<file path="src/rtl/evtirq_pkg.sv">
package evtirq_pkg;

    localparam int EVT_W   = 16;
    localparam int DATA_W  = 32;
    localparam int ADDR_W  = 8;

    localparam logic [ADDR_W-1:0] OFS_MASK = 8'h4C;
    localparam logic [ADDR_W-1:0] OFS_STAT = 8'h50;

    localparam int SYS_LO = 0;
    localparam int SYS_HI = 4;
    localparam int LEG_LO = 5;
    localparam int LEG_HI = 8;
    localparam int CLI_LO = 9;
    localparam int CLI_HI = 15;

    localparam int LEG_N = LEG_HI - LEG_LO + 1;
    localparam int IDX_W = $clog2(LEG_N + 1);

    typedef enum logic [1:0] {
        SEL_NONE = 2'd0,
        SEL_MASK = 2'd1,
        SEL_STAT = 2'd2
    } reg_sel_e;

    typedef struct packed {
        logic             sys;
        logic             leg;
        logic             cli;
        logic [IDX_W-1:0] idx;
    } irq_out_t;

    function automatic logic [IDX_W-1:0] lowest_line(input logic [LEG_N-1:0] v);
        logic [IDX_W-1:0] r;
        r = '0;
        for (int i = LEG_N - 1; i >= 0; i--) begin
            if (v[i]) r = IDX_W'(i + 1);
        end
        return r;
    endfunction

endpackage

</file>
<file path="src/rtl/evtirq_decode.sv">
module evtirq_decode
    import evtirq_pkg::*;
(
    input  logic              bus_sel,
    input  logic              bus_wr,
    input  logic [ADDR_W-1:0] bus_addr,
    output reg_sel_e          sel,
    output logic              wr_mask,
    output logic              wr_stat
);
    always_comb begin
        case (bus_addr)
            OFS_MASK: sel = SEL_MASK;
            OFS_STAT: sel = SEL_STAT;
            default:  sel = SEL_NONE;
        endcase
    end

    assign wr_mask = bus_sel && bus_wr && (sel == SEL_MASK);
    assign wr_stat = bus_sel && bus_wr && (sel == SEL_STAT);
endmodule

</file>
<file path="src/rtl/evtirq_status.sv">
module evtirq_status #(
    parameter int W = 16
) (
    input  logic         clk,
    input  logic         rst,
    input  logic [W-1:0] evt,
    input  logic         clr_en,
    input  logic [W-1:0] clr_bits,
    output logic [W-1:0] sts
);
    logic [W-1:0] clr_v;

    assign clr_v = clr_en ? clr_bits : '0;

    // New events take priority over a same-cycle clear
    always_ff @(posedge clk) begin
        if (rst) sts <= '0;
        else     sts <= (sts & ~clr_v) | evt;
    end
endmodule

</file>
<file path="src/rtl/evtirq_mask.sv">
module evtirq_mask #(
    parameter int W = 16
) (
    input  logic         clk,
    input  logic         rst,
    input  logic         wr_en,
    input  logic [W-1:0] wval,
    input  logic [W-1:0] wen,
    output logic [W-1:0] mask
);
    genvar k;
    generate
        for (k = 0; k < W; k++) begin : g_bit
            always_ff @(posedge clk) begin
                if (rst)                 mask[k] <= 1'b1;
                else if (wr_en && wen[k]) mask[k] <= wval[k];
            end
        end
    endgenerate
endmodule

</file>
<file path="src/rtl/evtirq_group.sv">
module evtirq_group
    import evtirq_pkg::*;
#(
    parameter int W = EVT_W
) (
    input  logic         clk,
    input  logic         rst,
    input  logic [W-1:0] sts,
    input  logic [W-1:0] mask,
    output irq_out_t     outs
);
    logic [W-1:0] pend;
    irq_out_t     nxt;

    assign pend = sts & ~mask;

    always_comb begin
        nxt.sys = |pend[SYS_HI:SYS_LO];
        nxt.leg = |pend[LEG_HI:LEG_LO];
        nxt.cli = |pend[CLI_HI:CLI_LO];
        nxt.idx = lowest_line(pend[LEG_HI:LEG_LO]);
    end

    always_ff @(posedge clk) begin
        if (rst) outs <= '0;
        else     outs <= nxt;
    end
endmodule

</file>
<file path="src/rtl/evtirq_ctrl.sv">
module evtirq_ctrl
    import evtirq_pkg::*;
(
    input  logic              clk,
    input  logic              rst,
    input  logic [EVT_W-1:0]  evt_in,
    input  logic              bus_sel,
    input  logic              bus_wr,
    input  logic [ADDR_W-1:0] bus_addr,
    input  logic [DATA_W-1:0] bus_wdata,
    output logic [DATA_W-1:0] bus_rdata,
    output logic              sys_irq,
    output logic              intx_irq,
    output logic [IDX_W-1:0]  intx_idx,
    output logic              client_irq
);
    localparam int PAD_W = DATA_W - EVT_W;

    reg_sel_e         sel;
    logic             wr_mask;
    logic             wr_stat;
    logic [EVT_W-1:0] sts_q;
    logic [EVT_W-1:0] mask_q;
    irq_out_t         outs;

    evtirq_decode u_dec (
        .bus_sel (bus_sel),
        .bus_wr  (bus_wr),
        .bus_addr(bus_addr),
        .sel     (sel),
        .wr_mask (wr_mask),
        .wr_stat (wr_stat)
    );

    evtirq_status #(.W(EVT_W)) u_sts (
        .clk     (clk),
        .rst     (rst),
        .evt     (evt_in),
        .clr_en  (wr_stat),
        .clr_bits(bus_wdata[EVT_W-1:0]),
        .sts     (sts_q)
    );

    evtirq_mask #(.W(EVT_W)) u_msk (
        .clk  (clk),
        .rst  (rst),
        .wr_en(wr_mask),
        .wval (bus_wdata[EVT_W-1:0]),
        .wen  (bus_wdata[2*EVT_W-1:EVT_W]),
        .mask (mask_q)
    );

    evtirq_group #(.W(EVT_W)) u_grp (
        .clk (clk),
        .rst (rst),
        .sts (sts_q),
        .mask(mask_q),
        .outs(outs)
    );

    always_comb begin
        case (sel)
            SEL_MASK: bus_rdata = {{PAD_W{1'b0}}, mask_q};
            SEL_STAT: bus_rdata = {{PAD_W{1'b0}}, sts_q};
            default:  bus_rdata = '0;
        endcase
    end

    assign sys_irq    = outs.sys;
    assign intx_irq   = outs.leg;
    assign intx_idx   = outs.idx;
    assign client_irq = outs.cli;
endmodule

</file>
<file path="config.mk">
export PLATFORM = sky130hd
export DESIGN_NAME = evtirq_ctrl
export DESIGN_NICKNAME = d
export VERILOG_FILES = /design/src/rtl/evtirq_pkg.sv /design/src/rtl/evtirq_decode.sv /design/src/rtl/evtirq_status.sv /design/src/rtl/evtirq_mask.sv /design/src/rtl/evtirq_group.sv /design/src/rtl/evtirq_ctrl.sv
export SDC_FILE = /design/constraint.sdc
export NUM_CORES = 1
export LEC_CHECK = 0
export ABC_AREA = 1
export BUFFER_PORTS_ARGS = -buffer_cell sky130_fd_sc_hd__buf_2
export CORE_MARGIN = 4
export CORE_UTILIZATION = 30
export CTS_BUF_LIST = sky130_fd_sc_hd__clkbuf_16
export DETAILED_ROUTE_END_ITERATION = 10
export SKIP_LAST_GASP = 1
export SLEW_MARGIN = 5
export SYNTH_ARGS = -nofsm -noshare
export SYNTH_HDL_FRONTEND = slang
export SYNTH_SLANG_ARGS = --single-unit
</file>
<file path="constraint.sdc">
create_clock -name clk -period 3.8 [get_ports clk]
set_input_delay 0.76 -clock clk [delete_from_list [all_inputs] [get_ports clk]]
set_output_delay 0.76 -clock clk [all_outputs]
set_load 0.005 [all_outputs]
</file>
# --- Word level (Yosys, flattened, before mapping) ---
# Cells that the tools add are included.
# Widths: inputs -> output; s select.
totals:
  regBits: 38
  word_cells: 63
  output_inout_bits: 38
  inputBits: 60
classes:
  n_bitwise: 5
  n_eq_ne: 4
  n_reduce_logical: 24
  n_mux: 7
op_table:
  columns: ["operator", "count"]
  rows:
  - ["$and 16x16->16", 2]
  - ["$not 16->16", 2]
  - ["$pmux 16 s2", 1]
  - ["$logic_and 1x1->1", 19]
  - ["$eq 8x7->1 const B", 2]
  - ["$mux 16", 1]
  - ["$or 16x16->16", 1]
  - ["$reduce_or 4->1", 2]
  - ["$reduce_or 7->1", 1]
  - ["$reduce_or 5->1", 1]
  - ["$mux 2", 2]
  - ["$pmux 2 s2", 1]
  - ["$mux 3", 1]
  - ["$eq 2x1->1 const B", 1]
  - ["$eq 2x2->1 const B", 1]
  - ["$reduce_or 2->1", 1]
  - ["$mux 1", 1]

# --- Longest topological paths before layout ---
# Gate-level depths: netlist of run 1.
logic_depth:
  depth_word: 8
  ltp_mapped: 13
  ltp_nobuf: 11

# --- Hierarchy ---
# Synthesis of run 1 repeated with hierarchy kept, for this count alone.
hier_totals:
  hier_cells: 329
  area_unflattened_um2: 2272.2
by_module_without_submodules:
  columns: ["module", "seq_area_each_um2", "n_inst", "area_per_inst_um2", "cells_per_inst"]
  rows:
  - ["evtirq_status", 320.3, 1, 721.9, 84]
  - ["evtirq_mask", 320.3, 1, 643.1, 85]
  - ["evtirq_ctrl", 0.0, 1, 456.7, 75]
  - ["evtirq_group", 120.1, 1, 337.8, 57]
  - ["evtirq_decode", 0.0, 1, 112.6, 28]

# --- Least setup slack after synthesis of run 1 ---
# Ideal clock, no wire load.
synth_timing:
  path_kind: "input to output"
  startpoint: "input bus_addr[5]"
  endpoint: "output bus_rdata[0]"
  path_stages: 6
  path_buffers: 2
  path_slack_ns: 1.139
  arrival_ns: 1.901
  t_required_ns: 3.040
  cell_sequence: "or2_0 nor3_1 ha_1 clkbuf_1 buf_2 a21oi_1"
synth_between:
  elab_chain_len: 4
  elab_cells_between_ends: 6
  classes_between: "eq/ne (4); mux (2)"
synth_rtl:
  columns: ["item", "line", "rtl"]
  rows:
  - ["from (decl)", "evtirq_ctrl.sv:9", "input logic [ADDR_W-1:0] bus_addr,"]
  - ["$eq 8x7->1", "evtirq_decode.sv:12", "case (bus_addr)"]
  - ["$pmux 2 s2 (*)", "evtirq_decode.sv:12", null]
  - ["$eq 2x2->1 / $eq 2x1->1 (equally long branches)", "evtirq_ctrl.sv:62", "case (sel)"]
  - ["$pmux 16 s2 (*)", "evtirq_ctrl.sv:62", null]
  - ["to (decl)", "evtirq_ctrl.sv:11", "output logic [DATA_W-1:0] bus_rdata,"]
# Every way passes the cells marked *; elsewhere a longest branch is shown, timed or not.

# --- Final worst setup path of run 1 ---
layout_timing:
  startpoint: "input bus_addr[5]"
  endpoint: "output bus_rdata[10]"
# Same word-level chain as after synthesis.

==> results of run 1 <==
logic make-up after synthesis:
kind of cell,after synthesis,share of synthesized area
compound gates,36,0.08633
fa+ha+maj,2,0.01199
buf+inv,70,0.1763
flops,38,0.3645
other cells,1,0.001797
simple gates,169,0.3591
worst max-delay path, cell delays in order:
cell and delay (ps):
buf_2 100, or2_0 200, nor3_1 260, inv_1 80
ha_1 410, buf_4 300, nand2_1 80, a21oi_1 60
buf_2 160
cells in the mapped netlist:
| master | n |
|---|---|
| nand2_1 | 102 |
| dfxtp_1 | 38 |
| a21oi_1 | 35 |
| inv_1 | 35 |
| nand3_1 | 34 |
| buf_4 | 19 |
| nand4_1 | 16 |
| nor2_1 | 11 |
| buf_2 | 7 |
| clkbuf_1 | 4 |
| buf_6 | 3 |
| ha_1 | 2 |
| nor3_1 | 2 |
| clkinv_1 | 1 |
| conb_1 | 1 |
| inv_4 | 1 |
| nand2_4 | 1 |
| nand3b_1 | 1 |
| nor2_8 | 1 |
| o21ai_0 | 1 |
| or2_0 | 1 |
cell usage in the layout, fill, tap and decap left out:
master and n:
inv_1 36, or2_0 1, inv_4 1, clkinvlp_4 1, nand3_1 34, nor2_8 1
ha_1 2, a21oi_1 35, nand3b_1 1, buf_4 2, clkbuf_16 5, nor2_1 11
bufinv_16 1, nand4_1 16, clkinv_1 1, dfxtp_1 38, o21ai_0 1, nand2_4 1
nor3_1 2, buf_2 81, conb_1 16, nand2_1 102
layer usage:
metal	up-vias	part of all wire	global-route usage
met2	89	0.46	0.2349
met3	2	0.087	0.03894
li1	1115	-	-
met5	-	0	0
met4	0	0.0034	0.04397
met1	942	0.45	0.1813
sequential cells by signal (all words and copies together) (netlist names):
name / count
u_msk.mask: 16
u_sts.sts: 16
u_grp.outs: 6
metrics by stage:
step,util,power [W]
2_1_floorplan,-,0.0004718
3_3_place_gp,0.3617,0.0005023
3_5_place_dp,0.3617,0.0005036
4_1_cts,0.3862,0.0009772
5_1_grt,0.3862,0.001005
6_report,0.3862,0.0009624
final cells by class:
class / instances / share of cell area
Tap cell: 96 / 0.04578
Sequential cell: 38 / 0.2899
Clock inverter: 3 / 0.01574
Inverter: 37 / 0.05389
Clock buffer: 5 / 0.04769
Multi-Input combinational cell: 223 / 0.3867
Timing Repair Buffer: 83 / 0.1602
power by group through the flow:
stage / clock network (W) / registers [W] / logic [W]
2_1_floorplan: 0 / 0.000426 / 0.0000454
3_3_place_gp: 0 / 0.000428 / 0.0000739
3_5_place_dp: 0 / 0.000428 / 0.0000751
4_1_cts: 0.000482 / 0.000420 / 0.0000753
5_1_grt: 0.000496 / 0.000422 / 0.0000869
6_report: 0.000468 / 0.000420 / 0.0000749
worst paths after layout:
check	start	end	slack [ps]
worst min-delay path	u_sts.sts[13]	u_sts.sts[13]	480
worst min register to register	u_sts.sts[13]	u_sts.sts[13]	480
worst max-delay path	bus_addr[5]	bus_rdata[10]	610
worst max register to register	u_msk.mask[6]	u_grp.outs[4]	2950
==> results.json, run 1 <==
{
  "finalHoldViolations": 0,
  "die_w_um": 91.41,
  "slew-limit-headroom": 0.5799,
  "tns_ps": 0,
  "overflow": 0,
  "routabilityCongestion": 0.7469,
  "yosys_warnings": 0,
  "vias_per_cell": 4.429,
  "drt-total-wl_mm": 5.802,
  "p_switching_w": 0.0002129,
  "pre_cts_ws_ps": 617.9,
  "groute.usage.overall": 0.1430,
  "p_leak_nw": 1.400,
  "drtAntennaViolNets": 0,
  "die_area_mm2": 0.008355,
  "via_count": 2148,
  "synth_area_leaders": "dfxtp_1, nand2_1, a21oi_1",
  "synth_top_area_frac": 0.3645,
  "design.core.area_mm2": 0.006794,
  "hold_class": "reg -> reg",
  "period_needed_ps": 3191,
  "final_cells": 485,
  "finalSetupViolations": 0,
  "yosysSeqAreaShare": 0.3645,
  "portBuffers": 81,
  "postCtsSetupBuffers": 0,
  "clockPowerShare": 0.486,
  "cts_root_buf": "clkbuf_16",
  "cp-start-kind": "primary input",
  "rsz0062_at_grt": "no",
  "antenna_found_initial": 0,
  "cts.sinks": 38,
  "ctsHoldBuffers": 0,
  "critPathRequiredTime_ps": 3040,
  "syn-instance-count": 316,
  "p_int_w": 0.0007494,
  "skew_ps": 5.577,
  "fillers": 751,
  "drtIter0Drc": 103,
  "fin_crit_sh": 0.8396,
  "power_density_mw_per_mm2": 366.8,
  "ys_ff_latch": 38,
  "grt_pass1_vias": 2129,
  "status": "completed",
  "p_comb_frac": 0.078,
  "worstMarginPinSlew_ps": 630.1,
  "drtPass1Iterations": 4,
  "cts_tree": "built",
  "rows": 30,
  "grt_max_degree": 33,
  "start_util": 0.3072,
  "drv_cap": 0,
  "pwr-share-seq": 0.436,
  "design_area_mm2": 0.002624,
  "io_pins": 98,
  "path_clk_slew_ps": 50,
  "wl_per_cell_um": 11.96,
  "vdd_drop_max_uv": 157.2,
  "end_kind": "output pin",
  "h-tree-depth": 2,
  "synth_largest_area_cell": "dfxtp_1",
  "regArea_um2": 760.7,
  "placed_cell_area_mm2": 0.002457,
  "slew_viol_final": 0,
  "area_delta_synth_final_pct": 25.72,
  "p_sw_frac": 0.2213,
  "dp_cells": 477,
  "dp_hpwl_mm": 4.251,
  "whs_ps": 477.3,
  "drive_gt1_frac": 0.2391,
  "synthesis.area_mm2": 0.002087,
  "antenna_cells": 0,
  "arrival_ps": 2430,
  "cts_buffer_depth": 2,
  "path_max_fanout": 17,
  "worst_slack_ps": 609.5,
  "clock.fmax_mhz": 313.4,
  "holdPathStages": 2,
  "grt_pass1_wl_mm": 9.666,
  "die_h_um": 91.41,
  "yosysUniqueCellTypes": 21,
  "multiInputGateArea_mm2": 0.001015,
  "synth_area_per_cell_um2": 6.604,
  "route.detailed.drc": 0,
  "numCtsBuffers": 5,
  "critPathKind": "in -> out",
  "rr_worst_depth": 5,
  "post_cts_resized": 0,
  "clkLatencyLatePin_ps": 280,
  "final_nets": 450
}
Note: power is estimated with default switching activity, not from simulation.
==> run 2: changes to the inputs <==
Settings changed: ABC_AREA 1 to 0.
Clock period 3.8 ns to 2.85 ns, I/O delays scaled along.
==> results.json, run 2 <==
{
  "ys_ff_latch": 38,
  "skew_ps": 2.435,
  "cts_buffer_depth": 2,
  "overflow": 0,
  "reg_top3": "u_msk.mask: 16 flops, u_sts.sts: 16 flops, u_grp.outs: 6 flops",
  "synth_top_family_by_area": "compound AO/OA/AOI/OAI gates",
  "via_count": 1887,
  "path_clk_slew_ps": 60,
  "finalHoldViolations": 0,
  "critPathRequiredTime_ps": 2280,
  "synth_ff_type": "dfxtp_1",
  "yosysMostFrequentCell": "dfxtp_1",
  "async_reset_ff_frac": 0,
  "synth_xor_area_frac": 0,
  "rr_worst_depth": 3,
  "vdd_drop_max_uv": 311.9,
  "total_power_w": 0.001174,
  "finalSetupViolations": 0,
  "grt_pass1_wl_mm": 8.818,
  "groute.usage.overall": 0.1450,
  "vias_per_cell": 5.019,
  "synth_compound_area_frac": 0.2824,
  "worstMarginPinSlew_ps": 696.4,
  "mostFrequentLayoutCells": "buf_2, dfxtp_1, nor2_1, a21oi_1, a22oi_1",
  "period_needed_ps": 2604,
  "numCtsBuffers": 5,
  "io_pins": 98,
  "p_leak_nw": 1.087,
  "final_common_cell": "buf_2",
  "antenna_cells": 0,
  "tns_ps": 0,
  "route.detailed.drc": 0,
  "drtAntennaViolNets": 0,
  "path_max_fanout": 32,
  "utilization": 0.3872,
  "fin_crit_sh": 0.9135,
  "fillers": 701,
  "synth_simple_gate_area_frac": 0.1676,
  "power_density_mw_per_mm2": 480.0,
  "slew-limit-headroom": 0.5357,
  "start_util": 0.3074,
  "cp-start-kind": "primary input",
  "hold_class": "in -> reg",
  "antenna_found_initial": 0,
  "design.core.area_mm2": 0.006314,
  "synth_largest_area_cell": "dfxtp_1",
  "cts.sinks": 38,
  "yosys_warnings": 0,
  "portBuffers": 81,
  "rsz0062_at_grt": "no",
  "die_h_um": 88.43,
  "routabilityCongestion": 0.8184,
  "synth_area_per_cell_um2": 8.587,
  "h-tree-depth": 2,
  "drtPass1Iterations": 4,
  "final_nets": 360,
  "holdPathStages": 3,
  "ctsHoldBuffers": 0,
  "cts_root_buf": "clkbuf_16",
  "drv_cap": 0,
  "synthesis.area_mm2": 0.001941,
  "die_w_um": 88.43,
  "slew_viol_final": 0,
  "yosysUniqueCellTypes": 29,
  "end_kind": "output pin",
  "synth_edf_count": 0,
  "synth_area_leaders": "dfxtp_1, a311o_1, buf_4",
  "status": "completed",
  "dp_hpwl_mm": 4.134,
  "drt-total-wl_mm": 5.684,
  "clkLatencyLatePin_ps": 270,
  "yosysSeqAreaShare": 0.3920,
  "syn-instance-count": 226,
  "drtIter0Drc": 131,
  "die_area_mm2": 0.007820,
  "drive_gt1_frac": 0.3244,
  "grt_pass1_vias": 1852,
  "yosys-mux-area-fraction": 0,
  "cts_tree": "built",
  "synthTopCellsByCount": "dfxtp_1, nor2_1, a21oi_1, buf_4, a22oi_1",
  "area_delta_synth_final_pct": 25.98,
  "synth_adder_area_share": 0.01289,
  "rows": 29,
  "wl_per_cell_um": 15.12,
  "synth_top_area_frac": 0.3920,
  "grt_max_degree": 38,
  "critPathKind": "in -> out",
  "arrival_ps": 2030,
  "postCtsSetupBuffers": 0,
  "clock.fmax_mhz": 384.1
}
==> run 2: area by class of cell <==
class                   count  area (µm²)  share of cell area
clock inverters             3       12.51            0.005118
clock buffers               5       125.1             0.05118
flip-flops and latches     38       760.7              0.3112
inverters                  11       41.29             0.01689
well taps                  77       96.34             0.03941
multi-input cells         157       960.9              0.3930
repair buffers             85       447.9              0.1832
==> run 2: worst paths after layout <==
path | start | endpoint | slack (ps)
max | bus_addr[5] | bus_rdata[4] | 250
min | evt_in[10] | u_sts.sts[10] | 500
max reg2reg | u_msk.mask[5] | u_grp.outs[2] | 1770
min reg2reg | u_sts.sts[11] | u_sts.sts[11] | 510
==> run 2: where the power goes <==
group / switching [W] / total (W) / internal, W / leakage (nW)
clock: 0.000202 / 0.000518 / 0.000316 / 0.0724
combinational: 0.0000529 / 0.0000945 / 0.0000416 / 0.702
sequential: 0.0000131 / 0.000561 / 0.000548 / 0.312
total: 0.000268 / 0.00117 / 0.000906 / 1.09
==> run 2: layer usage <==
metal / vias up / global-route usage / share of wire
li1: 944 / - / -
met1: 876 / 0.1818 / 0.44
met2: 62 / 0.2495 / 0.47
met3: 5 / 0.03911 / 0.078
met4: 0 / 0.03159 / 0.0070
met5: - / 0 / 0
==> run 2: worst max-delay path, cell delays in order <==
cell,delay (ps)
buf_2,90
nand2b_1,120
nor4_1,160
buf_4,160
nand4b_1,90
ha_1,240
buf_12,180
a22oi_1,220
nor2_1,60
buf_2,130
==> run 2: timing repair <==
| action | in CTS | in global routing |
|---|---|---|
| endpoints found under the hold margin | 0 | 0 |
| resized for setup | 0 | 1 |
| endpoints found under the setup margin | 0 | 16 |
==> run 2: kinds of logic after synthesis <==
kind of cell / Yosys count
other cells: 1
compound gates: 75
fa+ha+maj: 2
flops: 38
buf+inv: 46
simple gates: 64
==> run 2: metrics by stage <==
stage	std cells	area, µm²	setup slack, ps	hold WS (ps)
2_1_floorplan	241	1997	249.7	466.1
5_1_grt	376	2445	45.33	508.7
3_3_place_gp	368	2305	94.61	491.7
3_5_place_dp	368	2305	86.22	496.7
4_1_cts	376	2442	86.70	499.3
6_report	376	2445	246.4	501.5
